`src/rtl/svid_pkg.sv`:
```
`timescale 1ns/1ps
package svid_pkg;
  localparam int unsigned CODE_W    = 7;
  localparam int unsigned FRAME_W   = 8;
  localparam int unsigned RAIL_N    = 2;
  localparam int unsigned RAIL_AUX  = 0;
  localparam int unsigned RAIL_CORE = 1;

  typedef enum logic [2:0] {
    ST_IDLE,
    ST_ADDR,
    ST_ACK_A,
    ST_DATA,
    ST_ACK_D,
    ST_WAIT_STOP,
    ST_SKIP
  } rx_state_e;

  typedef struct packed {
    logic [RAIL_N-1:0] sel;
    logic              ps_n;
    logic [CODE_W-1:0] code;
  } rail_cmd_t;
endpackage

```
`src/rtl/svid_line_sync.sv`:
```
`timescale 1ns/1ps
module svid_line_sync #(
  parameter int unsigned STAGES = 2
) (
  input  logic clk_i,
  input  logic rst_ni,
  input  logic line_i,
  output logic level_o,
  output logic rise_o,
  output logic fall_o
);
  // STAGES flops of synchroniser plus one history flop for edge detect
  logic [STAGES:0] pipe_q;

  always_ff @(posedge clk_i or negedge rst_ni) begin
    if (!rst_ni) pipe_q <= '1;
    else         pipe_q <= {pipe_q[STAGES-1:0], line_i};
  end

  assign level_o = pipe_q[STAGES-1];
  assign rise_o  = pipe_q[STAGES-1] & ~pipe_q[STAGES];
  assign fall_o  = ~pipe_q[STAGES-1] & pipe_q[STAGES];
endmodule

```
`src/rtl/svid_frame_rx.sv`:
```
`timescale 1ns/1ps
module svid_frame_rx
  import svid_pkg::*;
#(
  parameter logic [2:0] ADDR_PREFIX = 3'b110
) (
  input  logic      clk_i,
  input  logic      rst_ni,
  input  logic      scl_rise_i,
  input  logic      scl_fall_i,
  input  logic      sda_i,
  input  logic      start_i,
  input  logic      stop_i,
  output logic      ack_oe_o,
  output logic      cmd_valid_o,
  output rail_cmd_t cmd_o
);
  localparam int unsigned CNT_W = $clog2(FRAME_W + 1);

  rx_state_e          state_q, state_d;
  logic [CNT_W-1:0]   cnt_q, cnt_d;
  logic [FRAME_W-1:0] sh_q, sh_d;
  logic [FRAME_W-1:0] data_q, data_d;
  logic [RAIL_N-1:0]  sel_q, sel_d;
  logic               oe_q;
  logic               byte_done, addr_ok;

  assign byte_done = scl_fall_i && (cnt_q == CNT_W'(FRAME_W));
  // sh_q = {addr[6:0], rw}
  assign addr_ok   = (sh_q[FRAME_W-1 -: 3] == ADDR_PREFIX) && !sh_q[0] && (|sh_q[2:1]);

  always_comb begin
    state_d = state_q;
    cnt_d   = cnt_q;
    sh_d    = sh_q;
    data_d  = data_q;
    sel_d   = sel_q;
    if (start_i) begin
      state_d = ST_ADDR;
      cnt_d   = '0;
    end else if (stop_i) begin
      state_d = ST_IDLE;
    end else begin
      unique case (state_q)
        ST_ADDR, ST_DATA: begin
          if (scl_rise_i) begin
            sh_d  = {sh_q[FRAME_W-2:0], sda_i};
            cnt_d = CNT_W'(cnt_q + 1'b1);
          end
          if (byte_done) begin
            if (state_q == ST_ADDR) begin
              if (addr_ok) begin
                state_d = ST_ACK_A;
                sel_d   = sh_q[2:1];
              end else begin
                state_d = ST_SKIP;
              end
            end else begin
              state_d = ST_ACK_D;
              data_d  = sh_q;
            end
          end
        end
        ST_ACK_A: if (scl_fall_i) begin
          state_d = ST_DATA;
          cnt_d   = '0;
        end
        ST_ACK_D:     if (scl_fall_i) state_d = ST_WAIT_STOP;
        ST_WAIT_STOP: if (scl_fall_i) state_d = ST_SKIP;  // extra byte: drop
        default: ;
      endcase
    end
  end

  always_ff @(posedge clk_i or negedge rst_ni) begin
    if (!rst_ni) begin
      state_q <= ST_IDLE;
      cnt_q   <= '0;
      sh_q    <= '0;
      data_q  <= '0;
      sel_q   <= '0;
      oe_q    <= 1'b0;
    end else begin
      state_q <= state_d;
      cnt_q   <= cnt_d;
      sh_q    <= sh_d;
      data_q  <= data_d;
      sel_q   <= sel_d;
      oe_q    <= (state_d == ST_ACK_A) || (state_d == ST_ACK_D);
    end
  end

  assign ack_oe_o    = oe_q;
  assign cmd_valid_o = stop_i && (state_q == ST_WAIT_STOP);
  assign cmd_o.sel   = sel_q;
  assign cmd_o.ps_n  = data_q[FRAME_W-1];
  assign cmd_o.code  = data_q[CODE_W-1:0];
endmodule

```
`src/rtl/svid_rail_regs.sv`:
```
`timescale 1ns/1ps
module svid_rail_regs
  import svid_pkg::*;
#(
  parameter logic [CODE_W-1:0] RESET_CODE = '1,
  parameter logic [CODE_W-1:0] OFF_MIN    = 7'h7C
) (
  input  logic                          clk_i,
  input  logic                          rst_ni,
  input  logic                          cmd_valid_i,
  input  rail_cmd_t                     cmd_i,
  output logic [RAIL_N-1:0][CODE_W-1:0] code_o,
  output logic [RAIL_N-1:0]             off_o,
  output logic [RAIL_N-1:0]             upd_o,
  output logic                          ps_allow_o
);
  localparam logic RESET_OFF = (RESET_CODE >= OFF_MIN);

  for (genvar r = 0; r < RAIL_N; r++) begin : g_rail
    logic [CODE_W-1:0] code_q;
    logic              off_q, upd_q;
    logic              load;

    assign load = cmd_valid_i && cmd_i.sel[r];

    always_ff @(posedge clk_i or negedge rst_ni) begin
      if (!rst_ni) begin
        code_q <= RESET_CODE;
        off_q  <= RESET_OFF;
        upd_q  <= 1'b0;
      end else begin
        upd_q <= load;
        if (load) begin
          code_q <= cmd_i.code;
          off_q  <= (cmd_i.code >= OFF_MIN);
        end
      end
    end

    assign code_o[r] = code_q;
    assign off_o[r]  = off_q;
    assign upd_o[r]  = upd_q;
  end

  logic ps_q;
  always_ff @(posedge clk_i or negedge rst_ni) begin
    if (!rst_ni)          ps_q <= 1'b0;
    else if (cmd_valid_i) ps_q <= ~cmd_i.ps_n;
  end
  assign ps_allow_o = ps_q;
endmodule

```
`src/rtl/svid_rx.sv`:
```
`timescale 1ns/1ps
module svid_rx
  import svid_pkg::*;
#(
  parameter int unsigned       SYNC_STAGES = 2,
  parameter logic [2:0]        ADDR_PREFIX = 3'b110,
  parameter logic [CODE_W-1:0] RESET_CODE  = 7'h7F,
  parameter logic [CODE_W-1:0] OFF_MIN     = 7'h7C
) (
  input  logic              clk_i,
  input  logic              rst_ni,
  input  logic              scl_i,
  input  logic              sda_i,
  output logic              sda_oe_o,
  output logic [CODE_W-1:0] core_code_o,
  output logic [CODE_W-1:0] aux_code_o,
  output logic              core_off_o,
  output logic              aux_off_o,
  output logic              core_upd_o,
  output logic              aux_upd_o,
  output logic              ps_allow_o
);
  logic scl_lvl, scl_rise, scl_fall;
  logic sda_lvl, sda_rise, sda_fall;
  logic start_det, stop_det;
  logic cmd_valid;
  rail_cmd_t cmd;
  logic [RAIL_N-1:0][CODE_W-1:0] code;
  logic [RAIL_N-1:0] off, upd;

  svid_line_sync #(.STAGES(SYNC_STAGES)) u_scl_sync (
    .clk_i, .rst_ni, .line_i(scl_i),
    .level_o(scl_lvl), .rise_o(scl_rise), .fall_o(scl_fall)
  );

  svid_line_sync #(.STAGES(SYNC_STAGES)) u_sda_sync (
    .clk_i, .rst_ni, .line_i(sda_i),
    .level_o(sda_lvl), .rise_o(sda_rise), .fall_o(sda_fall)
  );

  assign start_det = sda_fall && scl_lvl;
  assign stop_det  = sda_rise && scl_lvl;

  svid_frame_rx #(.ADDR_PREFIX(ADDR_PREFIX)) u_frame (
    .clk_i, .rst_ni,
    .scl_rise_i(scl_rise), .scl_fall_i(scl_fall), .sda_i(sda_lvl),
    .start_i(start_det), .stop_i(stop_det),
    .ack_oe_o(sda_oe_o), .cmd_valid_o(cmd_valid), .cmd_o(cmd)
  );

  svid_rail_regs #(.RESET_CODE(RESET_CODE), .OFF_MIN(OFF_MIN)) u_regs (
    .clk_i, .rst_ni,
    .cmd_valid_i(cmd_valid), .cmd_i(cmd),
    .code_o(code), .off_o(off), .upd_o(upd), .ps_allow_o(ps_allow_o)
  );

  assign core_code_o = code[RAIL_CORE];
  assign aux_code_o  = code[RAIL_AUX];
  assign core_off_o  = off[RAIL_CORE];
  assign aux_off_o   = off[RAIL_AUX];
  assign core_upd_o  = upd[RAIL_CORE];
  assign aux_upd_o   = upd[RAIL_AUX];
endmodule

```
`config.mk`:
```
export PLATFORM = sky130hd
export DESIGN_NAME = svid_rx
export DESIGN_NICKNAME = d
export VERILOG_FILES = /design/src/rtl/svid_pkg.sv /design/src/rtl/svid_line_sync.sv /design/src/rtl/svid_frame_rx.sv /design/src/rtl/svid_rail_regs.sv /design/src/rtl/svid_rx.sv
export SDC_FILE = /design/constraint.sdc
export NUM_CORES = 1
export LEC_CHECK = 0
export BUFFER_PORTS_ARGS = -buffer_cell sky130_fd_sc_hd__buf_2
export CAP_MARGIN = 40
export CORE_AREA = 2 2 83 85
export CTS_CLUSTER_DIAMETER = 30
export CTS_CLUSTER_SIZE = 40
export DETAILED_ROUTE_END_ITERATION = 10
export DIE_AREA = 0 0 85 87
export PLACE_DENSITY_LB_ADDON = 0.08
export SLEW_MARGIN = 20
export SYNTH_ARGS = -nofsm -noshare
export SYNTH_HDL_FRONTEND = slang
export SYNTH_HIERARCHICAL = 1
export SYNTH_SLANG_ARGS = --single-unit
export TNS_END_PERCENT = 20
```
`constraint.sdc`:
```
create_clock -name clk_i -period 3.7 [get_ports clk_i]
set_clock_uncertainty 0.05 [all_clocks]
set_input_delay 0.37 -clock clk_i [delete_from_list [all_inputs] [get_ports clk_i]]
set_output_delay 0.37 -clock clk_i [all_outputs]
set_load 0.005 [all_outputs]
```
==> results.cfg, run 1 <==
[yosys]
synth_area_leaders = dfrtp_1, dfstp_2, mux2_4
synth-edff-count = 0
yosys_warnings = 6
syn_nets = 163
syn-mean-instance-area_sq_um = 14.2
syn_inst = 157
synth.top_cell.area_share = 0.326
synth.ff_latch_count = 51
ys_seq_area_frac = 0.585
ys_types = 38
yosysTopAreaCell = dfrtp_1
synthesis.area_sq_um = 2230
async_flop_share = 1.00
synthFlopType = dfrtp_1

[drt]
wl_mm = 4.02
initialDrtViolationCount = 75
first_pass_iters = 4
wire_per_inst_um = 15.2
drt-vias-per-instance = 4.84
vias = 1279
drc = 0
drtAntennaViolNets = 0

[clock_tree]
clockBufferDepth = 2
clkSinkCount = 51
cts_max_level = 2
insertion_delay_ns = 0.30
cts-buffers-inserted = 5
path_clk_slew_ns = 0.08
cts_tree = done
cts_root_buf = clkbuf_8
cts_setup_buffers = 0

[setup_path]
cp_max_fo = 9
start_kind = register
arrival_ns = 2.32
worstPathRequired_ns = 3.88
crit_path_end_kind = register
path_class = reg2reg

[place]
port_buffers = 23
dp_worst_setup_slack_ns = 1.56
place_inst = 255
place_congestion = 0.677
dp.final_hpwl_mm = 2.80

[power]
power_frac_seq = 0.586
p_per_area_nw_per_um2 = 405
p_leak_nw = 1.22
p_int_mw = 0.806
power.switching_mw = 0.220
p_comb_frac = 0.048
swShare = 0.215
ir_worst_vdd_uv = 154
clkPwrFrac = 0.365

[sta]
finalHoldViolCount = 0
fin_tns_setup_ns = 0
worst_slew_pin_slew_ns = 0.501
setup_ws_ns = 1.55
setup_violations = 0
slew_violations = 0
finalCritPeriodShare = 0.580
fmax_mhz = 466
slew_headroom = 0.657
finalCriticalPeriod_ns = 2.15
grt_setup_unrepaired = no

[cells_and_area]
final_common_cell = dfrtp_1
final_nets = 189
final_cell_mix = dfrtp_1, buf_2, dfstp_2
drive_above_1_share = 0.495
fin_cells = 264
fin_util = 0.386
diodes = 0
area_delta_synth_final_pct = 13.9

[floorplan]
ioPinCount = 24
fp-row-count = 30
die-area_sq_um = 7400
start_util = 0.339
fp.coreArea_sq_um = 6570
fp.dieW_um = 85
die-height_um = 87

[global_route]
grt_usage = 0.120
grt_pass1_vias = 1374
grt_pass1_wl_mm = 6.96
grt_max_degree = 31
grt_overflow = 0
antenna_found_initial = 0

[worst_hold_path]
min_path_type = in2reg

[outcome]
status = completed

[job]
drv_cap = 0
through the flow:
stage	hold WS, ns	total power [mW]	area (sq um)
after global placement	0.297	0.656	2400
after global routing	0.0948	1.08	2540
after CTS	0.101	1.05	2540
after detailed placement	0.284	0.662	2420
after floorplan	0.0244	0.632	2230
final	0.115	1.03	2540
power by group through the flow:
stage	clock network [mW]	registers (mW)	logic (mW)
2_1_floorplan	0	0.601	0.0308
3_3_place_gp	0	0.611	0.0454
3_5_place_dp	0	0.612	0.0501
4_1_cts	0.393	0.603	0.0514
5_1_grt	0.418	0.606	0.0571
6_report	0.375	0.602	0.0497
registers in the layout, summed over array words and instances (netlist names):
signal and count:
u_scl_sync/pipe_q 3, u_frame/ack_oe_o 1, u_sda_sync/pipe_q 3, u_frame/data_q 8
u_regs/g_rail.upd_q 2, u_frame/sel_q 2, u_regs/g_rail.off_q 2, u_frame/cnt_q 4
u_frame/state_q 3, u_regs/ps_allow_o 1, u_frame/sh_q 8, u_regs/g_rail.code_q 14
final timing paths:
check	from	to	slack, ns	depth (start not counted)
worst max-delay path	u_sda_sync/pipe_q[1]	u_regs/g_rail[1].code_q[0]	1.55	5
worst min-delay path	sda_i	u_sda_sync/pipe_q[0]	0.11	1
worst max register to register	u_sda_sync/pipe_q[1]	u_regs/g_rail[1].code_q[0]	1.55	5
worst min register to register	u_scl_sync/pipe_q[0]	u_scl_sync/pipe_q[1]	0.31	0
max in group asynchronous	rst_ni	u_sda_sync/pipe_q[0]	2.54	3
min in group asynchronous	rst_ni	u_frame/sh_q[7]	0.49	2
metal layers:
layer	wire (um)	GRT usage	up-vias
li1	-	-	606
met1	2040	0.168	649
met2	1800	0.181	20
met3	137	0.0322	4
met4	38	0.0404	0
met5	0	0	-
logic make-up after synthesis:
family | synth area share
multiplexers | 0.195
flip-flops | 0.585
buffers and inverters | 0.0326
AO/OA/AOI/OAI | 0.0455
AND/OR/NAND/NOR | 0.126
XOR/XNOR | 0.00393
adder cells (fa/ha/maj) | 0.0112
cells in the mapped netlist, types with 2 or more instances:
master,n
ha_1,2
and2_1,2
nor2_1,6
mux2_1,2
nor2b_1,6
and2b_2,2
dfstp_2,22
and3_1,3
nand2_1,3
nand3_1,6
mux2_2,17
nand4_1,2
inv_1,6
buf_4,4
a22o_1,2
o2bb2ai_1,2
mux2_4,14
nand2_8,2
dfrtp_1,29
nor4_1,2
a2111oi_0,2
nand3b_1,2
a21oi_1,4
what timing repair did:
item | 4_1_cts | 5_1_grt
hold buffers | 1 | 0
hold endpoints to repair | 9 | 0
gates resized for setup | 0 | 0
layout make-up:
class	count	area, sq um
Sequential cell	51	1300
Inverter	6	22.5
Clock buffer	7	76.3
Tap cell	80	100
Fill cell	627	4030
Clock inverter	1	30.0
Timing Repair Buffer	26	153
Multi-Input combinational cell	93	851
worst max-delay path, cell delays in order, from the launching register on:
cell	delay [ns]
dfstp_2	0.55
nor2b_1	0.12
and2_1	0.29
and3_1	0.53
nand2_8	0.19
mux2_4	0.35
Power figures use the tool's default switching activity.
==> inputs of run 2 (changes only) <==
==> constraint.sdc (replaced) <==
create_clock -name clk_i -period 1.8 [get_ports clk_i]
set_clock_uncertainty 0.05 [all_clocks]
set_input_delay 0.18 -clock clk_i [delete_from_list [all_inputs] [get_ports clk_i]]
set_output_delay 0.18 -clock clk_i [all_outputs]
set_load 0.005 [all_outputs]
==> results.cfg, run 2 (synthesis results as in run 1) <==
[outcome]
status = complete, but fails checks
violations = setup timing

[sta]
finalCriticalPeriod_ns = 1.93
setup_violations = 2
slew_violations = 0
worst_slew_pin_slew_ns = 0.443
grt_setup_unrepaired = yes
fmax_mhz = 517
slew_headroom = 0.705
finalCritPeriodShare = 1.07
finalHoldViolCount = 0
setup_ws_ns = -0.133

[clock_tree]
cts_tree = done
path_clk_slew_ns = 0.08
clockBufferDepth = 2
cts_max_level = 2
insertion_delay_ns = 0.29
cts_root_buf = clkbuf_8
cts-buffers-inserted = 5
clkSinkCount = 51

[setup_path]
worstPathRequired_ns = 1.93
reg2reg_to = u_frame/sel_q[1]
start_kind = register
path_class = reg2reg
arrival_ns = 2.07
r2r_setup_slack_ns = -0.13
cp_max_fo = 2
crit_end = u_frame/sel_q[1]
r2r_start = u_frame/sh_q[5]
cp-startpoint = u_frame/sh_q[5]
reg2reg_depth = 4
crit_path_end_kind = register

[drt]
wl_mm = 4.12
drc = 0
initialDrtViolationCount = 52
vias = 1385
first_pass_iters = 4
wire_per_inst_um = 13.9
drt-vias-per-instance = 4.66
drtAntennaViolNets = 0

[worst_hold_path]
min_path_type = in2async

[cells_and_area]
largest_register = u_regs/g_rail.code_q
area_delta_synth_final_pct = 29.2
fin_cells = 297
reg_top3 = u_regs/g_rail.code_q x14, u_frame/data_q x8, u_frame/sh_q x8
final_nets = 223
final_common_cell = buf_4
diodes = 0
final_cell_mix = buf_4, dfrtp_1, buf_2
drive_above_1_share = 0.636
largest_register_ffs = 14

[global_route]
grt_pass1_vias = 1385
grt_pass1_wl_mm = 6.91
antenna_found_initial = 0
grt_usage = 0.119
grt_max_degree = 21
grt_overflow = 0

[floorplan]
fp.dieW_um = 85
fp-row-count = 30
die-area_sq_um = 7400
die-height_um = 87
fp.coreArea_sq_um = 6570
ioPinCount = 24
start_util = 0.339

[power]
ir_worst_vdd_uv = 396
p_per_area_nw_per_um2 = 752
power_mw = 2.16
p_leak_nw = 1.41

[job]
drv_cap = 0

[place]
port_buffers = 23
place_inst = 281
dp.final_hpwl_mm = 2.98
place_congestion = 0.674
run 2: changes by cell type in the layout (fill, tap and decap cells not counted), moves of 2 or more:
cell	previous run	this run
buf_4	1	32
a2111oi_0	2	0
and2_1	2	0
and2_4	0	2
and3_1	3	1
and3_4	0	2
dlygate4sd3_1	1	3
mux2_1	2	0
mux2_4	14	16
nand3_1	6	4
run 2: routing by layer:
layer  share of wire  global-route usage
met2            0.48               0.189
met1            0.47               0.155
met3           0.040              0.0351
met4           0.010              0.0418
met5               0                   0
run 2: cell type report:
| class | instances | area, sq um |
|---|---|---|
| clock buffers | 6 | 72.6 |
| fillers | 603 | 3690 |
| flip-flops and latches | 51 | 1300 |
| clock inverters | 1 | 30.0 |
| repair buffers | 60 | 417 |
| inverters | 6 | 22.5 |
| well taps | 80 | 100 |
| multi-input cells | 93 | 932 |
run 2: stage by stage:
stage                     setup TNS [ns]  hold WS (ns)  setup WS (ns)  area (sq um)   util
after floorplan                   -0.677        -0.166         -0.166          2230      -
after global placement             -1.53         0.101         -0.146          2620  0.399
after detailed placement           -1.68        0.0980         -0.166          2620  0.399
after CTS                         -0.391         0.310         -0.176          2780  0.424
after global routing              -0.978         0.322         -0.202          2880  0.438
final                             -0.264         0.308         -0.133          2880  0.438
run 2: power by group:
group          leakage (nW)  total [mW]  switching, mW  internal, mW
Clock                0.0513       0.751          0.344         0.408
Combinational         0.729       0.203         0.0954         0.107
Sequential            0.628        1.21         0.0198          1.19
Total                  1.41        2.16          0.459          1.71
run 2: repair_timing:
action	CTS	global route
hold buffers	3	0
resized for setup	7	14
endpoints found under the setup margin	36	40
hold endpoints to repair	16	0
buffers inserted	1	6
pin swaps	1	6
run 2: how the worst min path moves through the flow:
stage	endpoint	slack (ns)	depth (start not counted)
after floorplan	u_frame/ack_oe_o	-0.17	0
after global placement	u_frame/data_q[5]	0.10	1
after detailed placement	u_frame/data_q[5]	0.1	1
after CTS	u_sda_sync/pipe_q[1]	0.31	0
after global routing	u_scl_sync/pipe_q[1]	0.32	0
final	u_frame/data_q[2]	0.31	2
run 2: critical path, cell delays in order (launching register included):
cell and delay, ns:
dfrtp_1 0.38, nand3b_1 0.15, or4_4 0.42, or4b_4 0.52, mux2_4 0.31
